[config.mk]
export PLATFORM = sky130hd
export DESIGN_NAME = combo_tile_seq
export DESIGN_NICKNAME = d
export VERILOG_FILES = /design/src/rtl/cts_pkg.sv /design/src/rtl/cts_cfg_regs.sv /design/src/rtl/cts_combo_tracker.sv /design/src/rtl/cts_tile_stepper.sv /design/src/rtl/combo_tile_seq.sv
export SDC_FILE = /design/constraint.sdc
export NUM_CORES = 1
export LEC_CHECK = 0
export ABC_CLOCK_PERIOD_IN_PS = 2500
export BUFFER_PORTS_ARGS = -buffer_cell sky130_fd_sc_hd__buf_2
export CAP_MARGIN = 10
export CELL_PAD_IN_SITES_DETAIL_PLACEMENT = 1
export CELL_PAD_IN_SITES_GLOBAL_PLACEMENT = 1
export CORE_ASPECT_RATIO = 1.4
export CORE_UTILIZATION = 48
export DETAILED_ROUTE_END_ITERATION = 10
export GPL_ROUTABILITY_DRIVEN = 0
export PLACE_DENSITY = 0.77
export RECOVER_POWER = 25
export SLEW_MARGIN = 20
export SYNTH_ARGS = -nofsm -noshare
export SYNTH_HDL_FRONTEND = slang
export SYNTH_SLANG_ARGS = --single-unit
export TNS_END_PERCENT = 1
[constraint.sdc]
create_clock -name clk -period 2.5 [get_ports clk]
set_input_delay 0.375 -clock clk [delete_from_list [all_inputs] [get_ports clk]]
set_output_delay 0.375 -clock clk [all_outputs]
set_load 0.01 [all_outputs]
[src/rtl/cts_pkg.sv]
package cts_pkg;

  localparam int KEY_W  = 2;
  localparam int AFF_W  = 4;
  localparam int KERN_W = 4;
  localparam int FMAP_W = 8;
  localparam int UNR_W  = 4;
  localparam int TILE_W = 8;
  localparam int ITER_W = 8;

  typedef enum logic [KEY_W-1:0] {
    KEY_CONV = 2'd0,
    KEY_POOL = 2'd1,
    KEY_FC   = 2'd2,
    KEY_RSVD = 2'd3
  } key_e;

  // Packed so that the key kind sits in the low bits.
  typedef struct packed {
    logic [ITER_W-1:0] iters;
    logic [TILE_W-1:0] tiles;
    logic [UNR_W-1:0]  unroll;
    logic [FMAP_W-1:0] fmap;
    logic [KERN_W-1:0] kern;
    logic [AFF_W-1:0]  affil;
    key_e              key;
  } combo_cfg_t;

  localparam int CFG_W = $bits(combo_cfg_t);

  typedef enum logic [2:0] {
    S_IDLE,
    S_LOAD,
    S_ISSUE,
    S_WAIT,
    S_FINISH
  } seq_state_e;

endpackage

[src/rtl/cts_cfg_regs.sv]
module cts_cfg_regs
  import cts_pkg::*;
#(
  parameter int DEPTH = 16,
  localparam int IDX_W = (DEPTH > 1) ? $clog2(DEPTH) : 1
) (
  input  logic             clk,
  input  logic             rst_n,
  input  logic             idle_i,
  input  logic             wr_en_i,
  input  logic [IDX_W-1:0] wr_addr_i,
  input  combo_cfg_t       wr_data_i,
  input  logic [IDX_W-1:0] rd_addr_i,
  output combo_cfg_t       rd_data_o
);

  combo_cfg_t [DEPTH-1:0] store_q;
  logic                   wr_ok;

  assign wr_ok = idle_i && wr_en_i && (wr_data_i.key != KEY_RSVD);

  always_ff @(posedge clk or negedge rst_n) begin
    if (!rst_n) begin
      store_q <= '0;
    end else begin
      for (int i = 0; i < DEPTH; i++) begin
        if (wr_ok && (wr_addr_i == IDX_W'(i))) begin
          store_q[i] <= wr_data_i;
        end
      end
    end
  end

  assign rd_data_o = store_q[rd_addr_i];


  cfg_frozen_busy_chk: assert property (@(posedge clk) disable iff (!rst_n)
    !idle_i |=> $stable(store_q));


  cfg_rsvd_drop_chk: assert property (@(posedge clk) disable iff (!rst_n)
    (wr_en_i && wr_data_i.key == KEY_RSVD) |=> $stable(store_q));

endmodule

[src/rtl/cts_combo_tracker.sv]
module cts_combo_tracker
  import cts_pkg::*;
#(
  parameter int DEPTH = 16,
  localparam int IDX_W = (DEPTH > 1) ? $clog2(DEPTH) : 1
) (
  input  logic             clk,
  input  logic             rst_n,
  input  logic             begin_i,
  input  logic [IDX_W-1:0] last_i,
  input  logic             load_i,
  input  logic             advance_i,
  input  combo_cfg_t       cfg_i,
  output logic [IDX_W-1:0] combo_idx_o,
  output logic             is_last_o,
  output combo_cfg_t       act_o
);

  logic [IDX_W-1:0] idx_q;
  logic [IDX_W-1:0] last_q;
  combo_cfg_t       act_q;

  always_ff @(posedge clk or negedge rst_n) begin
    if (!rst_n) begin
      idx_q  <= '0;
      last_q <= '0;
    end else if (begin_i) begin
      idx_q  <= '0;
      last_q <= last_i;
    end else if (advance_i) begin
      idx_q  <= idx_q + IDX_W'(1);
    end
  end

  always_ff @(posedge clk or negedge rst_n) begin
    if (!rst_n) begin
      act_q <= '0;
    end else if (load_i) begin
      act_q <= cfg_i;
    end
  end

  assign combo_idx_o = idx_q;
  assign is_last_o   = (idx_q == last_q);
  assign act_o       = act_q;


  no_overrun_chk: assert property (@(posedge clk) disable iff (!rst_n)
    advance_i |-> !is_last_o);


  act_held_chk: assert property (@(posedge clk) disable iff (!rst_n)
    !load_i |=> $stable(act_q));

endmodule

[src/rtl/cts_tile_stepper.sv]
module cts_tile_stepper
  import cts_pkg::*;
#(
  parameter int CNT_W = TILE_W
) (
  input  logic             clk,
  input  logic             rst_n,
  input  logic             load_i,
  input  logic [CNT_W-1:0] tiles_i,
  input  logic             step_i,
  output logic [CNT_W-1:0] tile_idx_o,
  output logic             last_tile_o
);

  logic [CNT_W-1:0] idx_q;
  logic [CNT_W-1:0] total_q;

  always_ff @(posedge clk or negedge rst_n) begin
    if (!rst_n) begin
      idx_q   <= '0;
      total_q <= CNT_W'(1);
    end else if (load_i) begin
      idx_q   <= '0;
      total_q <= (tiles_i == '0) ? CNT_W'(1) : tiles_i;
    end else if (step_i) begin
      idx_q   <= idx_q + CNT_W'(1);
    end
  end

  assign tile_idx_o  = idx_q;
  assign last_tile_o = (idx_q == total_q - CNT_W'(1));


  tile_range_chk: assert property (@(posedge clk) disable iff (!rst_n)
    step_i |-> !last_tile_o);


  tile_total_chk: assert property (@(posedge clk) disable iff (!rst_n)
    total_q != '0);

endmodule

[src/rtl/combo_tile_seq.sv]
module combo_tile_seq
  import cts_pkg::*;
#(
  parameter int MAX_COMBOS = 16,
  localparam int IDX_W = (MAX_COMBOS > 1) ? $clog2(MAX_COMBOS) : 1
) (
  input  logic              clk,
  input  logic              rst_n,
  input  logic              start_i,
  input  logic [IDX_W-1:0]  combo_last_i,
  input  logic              cfg_we_i,
  input  logic [IDX_W-1:0]  cfg_addr_i,
  input  logic [CFG_W-1:0]  cfg_wdata_i,
  input  logic              tile_done_i,
  output logic              tile_start_o,
  output logic [IDX_W-1:0]  combo_idx_o,
  output logic [TILE_W-1:0] tile_idx_o,
  output logic [CFG_W-1:0]  act_cfg_o,
  output logic              busy_o,
  output logic              done_o
);

  seq_state_e state_q, state_d;

  logic       idle;
  logic       accept;
  logic       do_load;
  logic       got_done;
  logic       step;
  logic       advance;
  logic       last_tile;
  logic       combo_is_last;
  combo_cfg_t cfg_rd;
  combo_cfg_t act;

  assign idle     = (state_q == S_IDLE);
  assign accept   = idle && start_i;
  assign do_load  = (state_q == S_LOAD);
  assign got_done = (state_q == S_WAIT) && tile_done_i;
  assign step     = got_done && !last_tile;
  assign advance  = got_done && last_tile && !combo_is_last;

  always_comb begin
    state_d = state_q;
    unique case (state_q)
      S_IDLE:   if (start_i) state_d = S_LOAD;
      S_LOAD:   state_d = S_ISSUE;
      S_ISSUE:  state_d = S_WAIT;
      S_WAIT: begin
        if (tile_done_i) begin
          if (!last_tile)         state_d = S_ISSUE;
          else if (combo_is_last) state_d = S_FINISH;
          else                    state_d = S_LOAD;
        end
      end
      S_FINISH: state_d = S_IDLE;
      default:  state_d = S_IDLE;
    endcase
  end

  always_ff @(posedge clk or negedge rst_n) begin
    if (!rst_n) state_q <= S_IDLE;
    else        state_q <= state_d;
  end

  cts_cfg_regs #(.DEPTH(MAX_COMBOS)) u_regs (
    .clk       (clk),
    .rst_n     (rst_n),
    .idle_i    (idle),
    .wr_en_i   (cfg_we_i),
    .wr_addr_i (cfg_addr_i),
    .wr_data_i (combo_cfg_t'(cfg_wdata_i)),
    .rd_addr_i (combo_idx_o),
    .rd_data_o (cfg_rd)
  );

  cts_combo_tracker #(.DEPTH(MAX_COMBOS)) u_track (
    .clk         (clk),
    .rst_n       (rst_n),
    .begin_i     (accept),
    .last_i      (combo_last_i),
    .load_i      (do_load),
    .advance_i   (advance),
    .cfg_i       (cfg_rd),
    .combo_idx_o (combo_idx_o),
    .is_last_o   (combo_is_last),
    .act_o       (act)
  );

  cts_tile_stepper #(.CNT_W(TILE_W)) u_tiles (
    .clk         (clk),
    .rst_n       (rst_n),
    .load_i      (do_load),
    .tiles_i     (cfg_rd.tiles),
    .step_i      (step),
    .tile_idx_o  (tile_idx_o),
    .last_tile_o (last_tile)
  );

  assign tile_start_o = (state_q == S_ISSUE);
  assign done_o       = (state_q == S_FINISH);
  assign busy_o       = !idle;
  assign act_cfg_o    = act;


  start_pulse_chk: assert property (@(posedge clk) disable iff (!rst_n)
    tile_start_o |=> !tile_start_o);


  tile_after_done_chk: assert property (@(posedge clk) disable iff (!rst_n)
    (tile_start_o && $past(state_q) == S_WAIT) |-> $past(tile_done_i));


  done_pulse_chk: assert property (@(posedge clk) disable iff (!rst_n)
    done_o |=> (!done_o && !busy_o));


  done_last_chk: assert property (@(posedge clk) disable iff (!rst_n)
    done_o |-> (combo_is_last && $past(tile_done_i)));


  reset_quiet_chk: assert property (@(posedge clk)
    !rst_n |-> (!tile_start_o && !done_o && !busy_o));

endmodule

Word level (Yosys, flattened, before mapping) --
Cells that the tools add are included.
Storage, ports and cells: register bits after elaboration 673, latch bits 0, memory bits (writable) 0, bits in read-only memories 0, input port bits 51, output and inout port bits 53, logic and storage cells 196, memories 0
Operators by class: $add $sub $neg 3, $mul 0, div/mod/pow operators 0, $lt $le $gt $ge 1, equality and inequality tests 24, shift operators 0, multiplexer cells 12, bitwise operators 0, reductions and logical operators 32
Operators with widths (number):
- $bmux 38 s4 | 1
- $mux 38 | 1
- $eq 4x4->1 const B | 8
- $mux 8 | 3
- $logic_and 1x1->1 | 23
- $eq 4x3->1 const B | 4
- $mux 3 | 4
- $pmux 3 s4 | 1
- $add 8x1->8 const B | 1
- $eq 4x2->1 const B | 2
- $eq 8x8->1 | 1
- $logic_not 8->1 | 1
- $mux 4 | 2
- $sub 8x1->8 const B | 1
- $eq 3x2->1 const B | 2
- $ne 2x2->1 const B | 3
- $lt 4x5->1 const B | 1
- $add 4x1->4 const B | 1
- $eq 4x1->1 const B | 1
- $eq 4x4->1 | 1
- $logic_not 4->1 | 1
- $reduce_bool 2->1 | 2
- $eq 3x1->1 const B | 1
- $eq 3x3->1 const B | 1
- other kinds (3) | 5

Longest topological paths before layout --
depth after elaboration 6, depth in mapped cells 10, depth with buffers taken out 8

Cells and area by module --
From an unflattened synthesis, not the netlist that was laid out.
Second synthesis, totals: cell total of the unflattened synthesis 1883, area, all modules 30321.6 um^2
Modules (own cells, without submodules):
- cts_cfg_regs | instances 1, cells an instance 1665, area an instance 27335.0 um^2, seq. area each 15214.6 um^2
- cts_combo_tracker | instances 1, cells an instance 110, area an instance 1873.0 um^2, seq. area each 1151.1 um^2
- cts_tile_stepper | instances 1, cells an instance 86, area an instance 910.9 um^2, seq. area each 401.6 um^2
- combo_tile_seq | instances 1, cells an instance 22, area an instance 202.7 um^2, seq. area each 75.1 um^2

Least setup slack after synthesis --
Ideal clock, no wire load.
path type register to register, start point register u_tiles.total_q[0], end point register u_track.idx_q[2] (netlist: u_track.combo_idx_o[2]), setup time 0.078 ns, arrival time 2.562 ns, setup slack -0.140 ns, cell stages (with the launch flop) 10, path through dfstp_2 -> inv_1 -> ha_1 -> or3b_4 -> or4_4 -> a32oi_2 -> o211ai_2 -> buf_6 -> or4_1 -> a21oi_1
On the way: cells in the longest elaborated chain, start to end 5
Ends and longest elaborated chain:
- start, declared | RTL line cts_tile_stepper.sv:16 | logic [CNT_W-1:0] total_q;
- start signal, assigned | RTL line cts_tile_stepper.sv:24 | total_q <= (tiles_i == '0) ? CNT_W'(1) : tiles_i;
- $sub 8x1->8 | RTL line cts_tile_stepper.sv:31 | assign last_tile_o = (idx_q == total_q - CNT_W'(1));
- $eq 8x8->1 | RTL line cts_tile_stepper.sv:31
- $logic_and 1x1->1 (2 in series) | RTL line combo_tile_seq.sv:41 | assign advance = got_done && last_tile && !combo_is_last;
- $reduce_bool 2->1 (no source line)
- end signal, assigned | RTL line cts_combo_tracker.sv:31 | idx_q <= idx_q + IDX_W'(1);
- end, declared | RTL line cts_combo_tracker.sv:19 | logic [IDX_W-1:0] idx_q;
Every way passes these cells. A chain may end at the register's enable or synchronous reset.

Final worst setup path --
Same ends and word-level chain as after synthesis.

==> reports/qor.log <==
[cts] clock transition at the registers of the reported paths 60 ps
[final_layout] number of fillers in the final layout 5766
[worst_setup_path] Setup CP Type flop to flop
[pwr] leakage 16.35 nW
[synthesis] Cell Area, Synth 30150 um^2
[job] number of max-capacitance violations reported 1
[final_layout] final standard cell utilization of the core 0.5593
[pwr] Pwr per Cell Area 654.6 nW/um^2
[pwr] Internal 17.34 mW
[cts] clock latency reported for the late side of the worst-skew pair 630 ps
[pwr] part of the power in the clock network 0.457
[cts] CTS tree done
[global_routing] remaining global-route overflow 0
[detailed_routing] count of vias placed by the detailed router 18329
[cts] clock tree root buffer cell clkbuf_16
[cts] largest buffer count on any clock path 3
[final_layout] multi-input gate area in the final layout 12670 um^2
[worst_setup_path] category of the worst setup path launch point flop
[floorplan] site row count 108
[pwr] worst supply voltage drop on vdd 479.8 uV
[synthesis] number of synthesized register bits 673
[synthesis] mean post-synth cell area 14.84 um^2
[global_routing] wire length of the first global-routing pass 132.4 mm
[global_routing] global-route total usage across every layer 0.2780
[synthesis] post-synth net total 2086
[synthesis] EDFF count, synth 0
[detailed_routing] post-detailed-routing wire length 84.26 mm
[floorplan] die width 213.8 um
[synthesis] leading cell type by number of instances after synthesis dfrtp_1
[cts] sinks on the clock net 673
[detailed_routing] initial DRC count 1147
[detailed_routing] DRT antenna net count 0
[global_routing] number of antenna violations at the first check in global routing 7
[pwr] total chip power 22.71 mW
[sta] Final Slew Violations 51
[sta] Setup-failing EPs final 5
[hold_path] hold crit path type primary input to flop
[floorplan] core region area 62020 um^2
[detailed_routing] wire length on met2 43.46 mm
[sta] min cycle time layout 2589 ps
[worst_setup_path] arrival time of the worst setup path 3130 ps
[sta] crit path setup slack, layout -88.65 ps
[detailed_routing] router iterations before antenna repair 4
[sta] fraction of the cycle the final worst path needs 1.035
[placed_design] number of I/O port buffers 103
[synthesis] share of the yosys chip area belonging to registers 0.5586
[synthesis] async set-or-reset flop fraction in the synthesized netlist 1.000
[sta] setup repair after global routing missed its margin yes
[detailed_routing] length of routed met3 wiring 3.453 mm
[sta] peak clock frequency supported by timing 386.3 MHz
[worst_setup_path] CP required 3040 ps
[cts] Max H-tree Level 3
[synthesis] Primary FF master, synth dfrtp_1
[detailed_routing] average routed wire per standard cell 27.87 um
[synthesis] instance count of the mapped netlist 2032
[status] result of the run finished with violations
[synthesis] Area contributors post-synth dfrtp_1, mux2_2, mux4_2, mux2i_1, o221ai_1
[pwr] switching pwr 5.366 mW
[final_layout] fraction of layout cells with a size suffix above 1 0.4957
[placed_design] DP Wirelength 51.02 mm
[global_routing] vias in the first global route 21183
[synthesis] Yosys top cell by area dfrtp_1
[synthesis] count of synthesis-stage warnings from yosys 0
[floorplan] DIE HEIGHT 298.5 um
[detailed_routing] Met1 Routed Length 34.28 mm
[detailed_routing] highest metal layer with signal wires met5
[synthesis] fraction of synthesized cell area taken by the top area cell type 0.5578
[sta] Fin. Hold Viols 0
[worst_setup_path] maximum net fanout on the critical path 5
[final_layout] Storage cell area 16850 um^2
[status] violations in the final reports capacitance limit, slew limit, setup timing
[floorplan] die outline area 63830 um^2
[detailed_routing] detailed-route vias per instance 6.063
[floorplan] Initial Utilization 0.4861
[sta] slew at the pin with the worst max-slew slack 1735 ps
[detailed_routing] DRC errors left 0
[sta] Final Skew 20.58 ps
[worst_setup_path] endpoint type of the worst setup path flop
[sta] worst max-slew margin expressed relative to the limit -0.1566
[final_layout] area growth from synthesis to final layout 15.06%
[synthesis] number of distinct library cells after synthesis 54
[synthesis] Post-synth top cells dfrtp_1, mux2_2, mux4_2, clkbuf_1, nand2_1
[pwr] fraction of power spent switching nets 0.2363
[pwr] proportion of power drawn by combinational gates 0.049
[global_routing] maximum number of pins on one net before global-route repair 78
[floorplan] count of pins on the block boundary 104
[final_layout] net count of the finished layout 2197
[cts] number of CTS-inserted buffers 68
[pwr] sequential fraction of design power 0.495
[registers in the layout, indices dropped and copies added, names as in the netlist]
register,count
state_q,3
u_track.act_o,38
u_track.combo_idx_o,4
u_tiles.tile_idx_o,8
u_track.last_q,4
u_regs.store_q,608
u_tiles.total_q,8
[critical path, stage by stage (launching register included)]
cell and delay [ps]:
dfstp_2 370, inv_2 80, ha_4 140, or3b_4 370
or4_4 480, a32oi_2 220, o211ai_2 180, or4_1 500
a21oi_1 160
[final timing paths]
check                                        start                      to  slack (ps)  cells after the start
worst max-delay path            u_tiles.total_q[0]  u_track.combo_idx_o[2]         -90                      8
worst min-delay path                   tile_done_i              state_q[1]          60                      2
worst max register to register  u_tiles.total_q[0]  u_track.combo_idx_o[2]         -90                      8
worst min register to register   u_track.act_o[17]       u_track.act_o[17]         480                      2
max in group asynchronous                    rst_n     u_regs.store_q[164]         300                      3
min in group asynchronous                    rst_n       u_track.act_o[35]         760                      2
[through the flow]
stage	TNS, ps	std cells	hold WS [ps]	instance area (um^2)	setup slack (ps)
5_1_grt	-1801	3023	48.90	34690	-137.7
3_3_place_gp	-189.7	2890	357.6	32400	-92.02
3_5_place_dp	-533.1	2890	364.4	32400	-128.5
2_1_floorplan	-85.65	2032	79.41	30150	-84.90
6_report	-238.2	3023	58.64	34690	-88.65
4_1_cts	-183.9	3022	38.50	34750	-71.47
[layout by cell type, fill, tap and decap left out, types with 7 or more instances in the layout]
master     instances
o221ai_1          61
buf_2            101
buf_12            36
buf_4             60
mux2_2           612
o21ai_0           68
nor3_1            10
clkbuf_2           7
nand2_1           91
a21oi_1            7
a221oi_1           7
nor2_4             9
clkbuf_8          12
mux4_2           119
mux2i_1           77
nand3_1           13
dfrtp_1          669
clkbuf_1          19
nor2_1            10
clkbuf_16         70
clkinv_2          13
[power by group through the flow]
| stage | clock, mW | combinational, mW | sequential (mW) |
|---|---|---|---|
| 2_1_floorplan | 0 | 0.435 | 11.4 |
| 3_3_place_gp | 0 | 1.05 | 11.4 |
| 3_5_place_dp | 0 | 1.10 | 11.4 |
| 4_1_cts | 10.6 | 1.12 | 11.2 |
| 5_1_grt | 10.9 | 1.22 | 11.2 |
| 6_report | 10.4 | 1.11 | 11.2 |
[cell type report]
| cell class | instances | area share |
|---|---|---|
| multi-input cells | 1175 | 0.3653 |
| clock buffers | 100 | 0.05720 |
| flip-flops and latches | 673 | 0.4858 |
| repair buffers | 218 | 0.05385 |
| well taps | 825 | 0.02976 |
| clock inverters | 24 | 0.007286 |
| diodes | 1 | 0.00007214 |
| inverters | 7 | 0.0007574 |
[per-layer routing]
layer | up-vias | track usage
li1 | 7744 | -
met1 | 10008 | 0.3574
met2 | 398 | 0.4692
met3 | 169 | 0.04382
met4 | 10 | 0.1111
met5 | - | 0
[cell families (layout without fill, tap and decap cells)]
logic type                 count (synthesis)  in the layout  synth area share
AOI/OAI and AO/OA                        173            173           0.04034
and+or+nand+nor                          181            181           0.02830
adders and majority gates                  3              3          0.001245
muxes                                    808            808            0.3430
xor gates and xnor gates                  10             10          0.002905
other                                      0              1                 0
DFF                                      673            673            0.5586
buffers and inverters                    184            349           0.02552
[repair_timing]
action / in CTS / in global routing
cloned: 0 / 0
endpoints found under the setup margin: 55 / 28
gates resized for setup: 9 / 2
hold buffers: 5 / 0
setup buffers: 3 / 0
hold endpoints to repair: 40 / 0
pin swaps: 5 / 2
(Power assumes the default switching activity.)
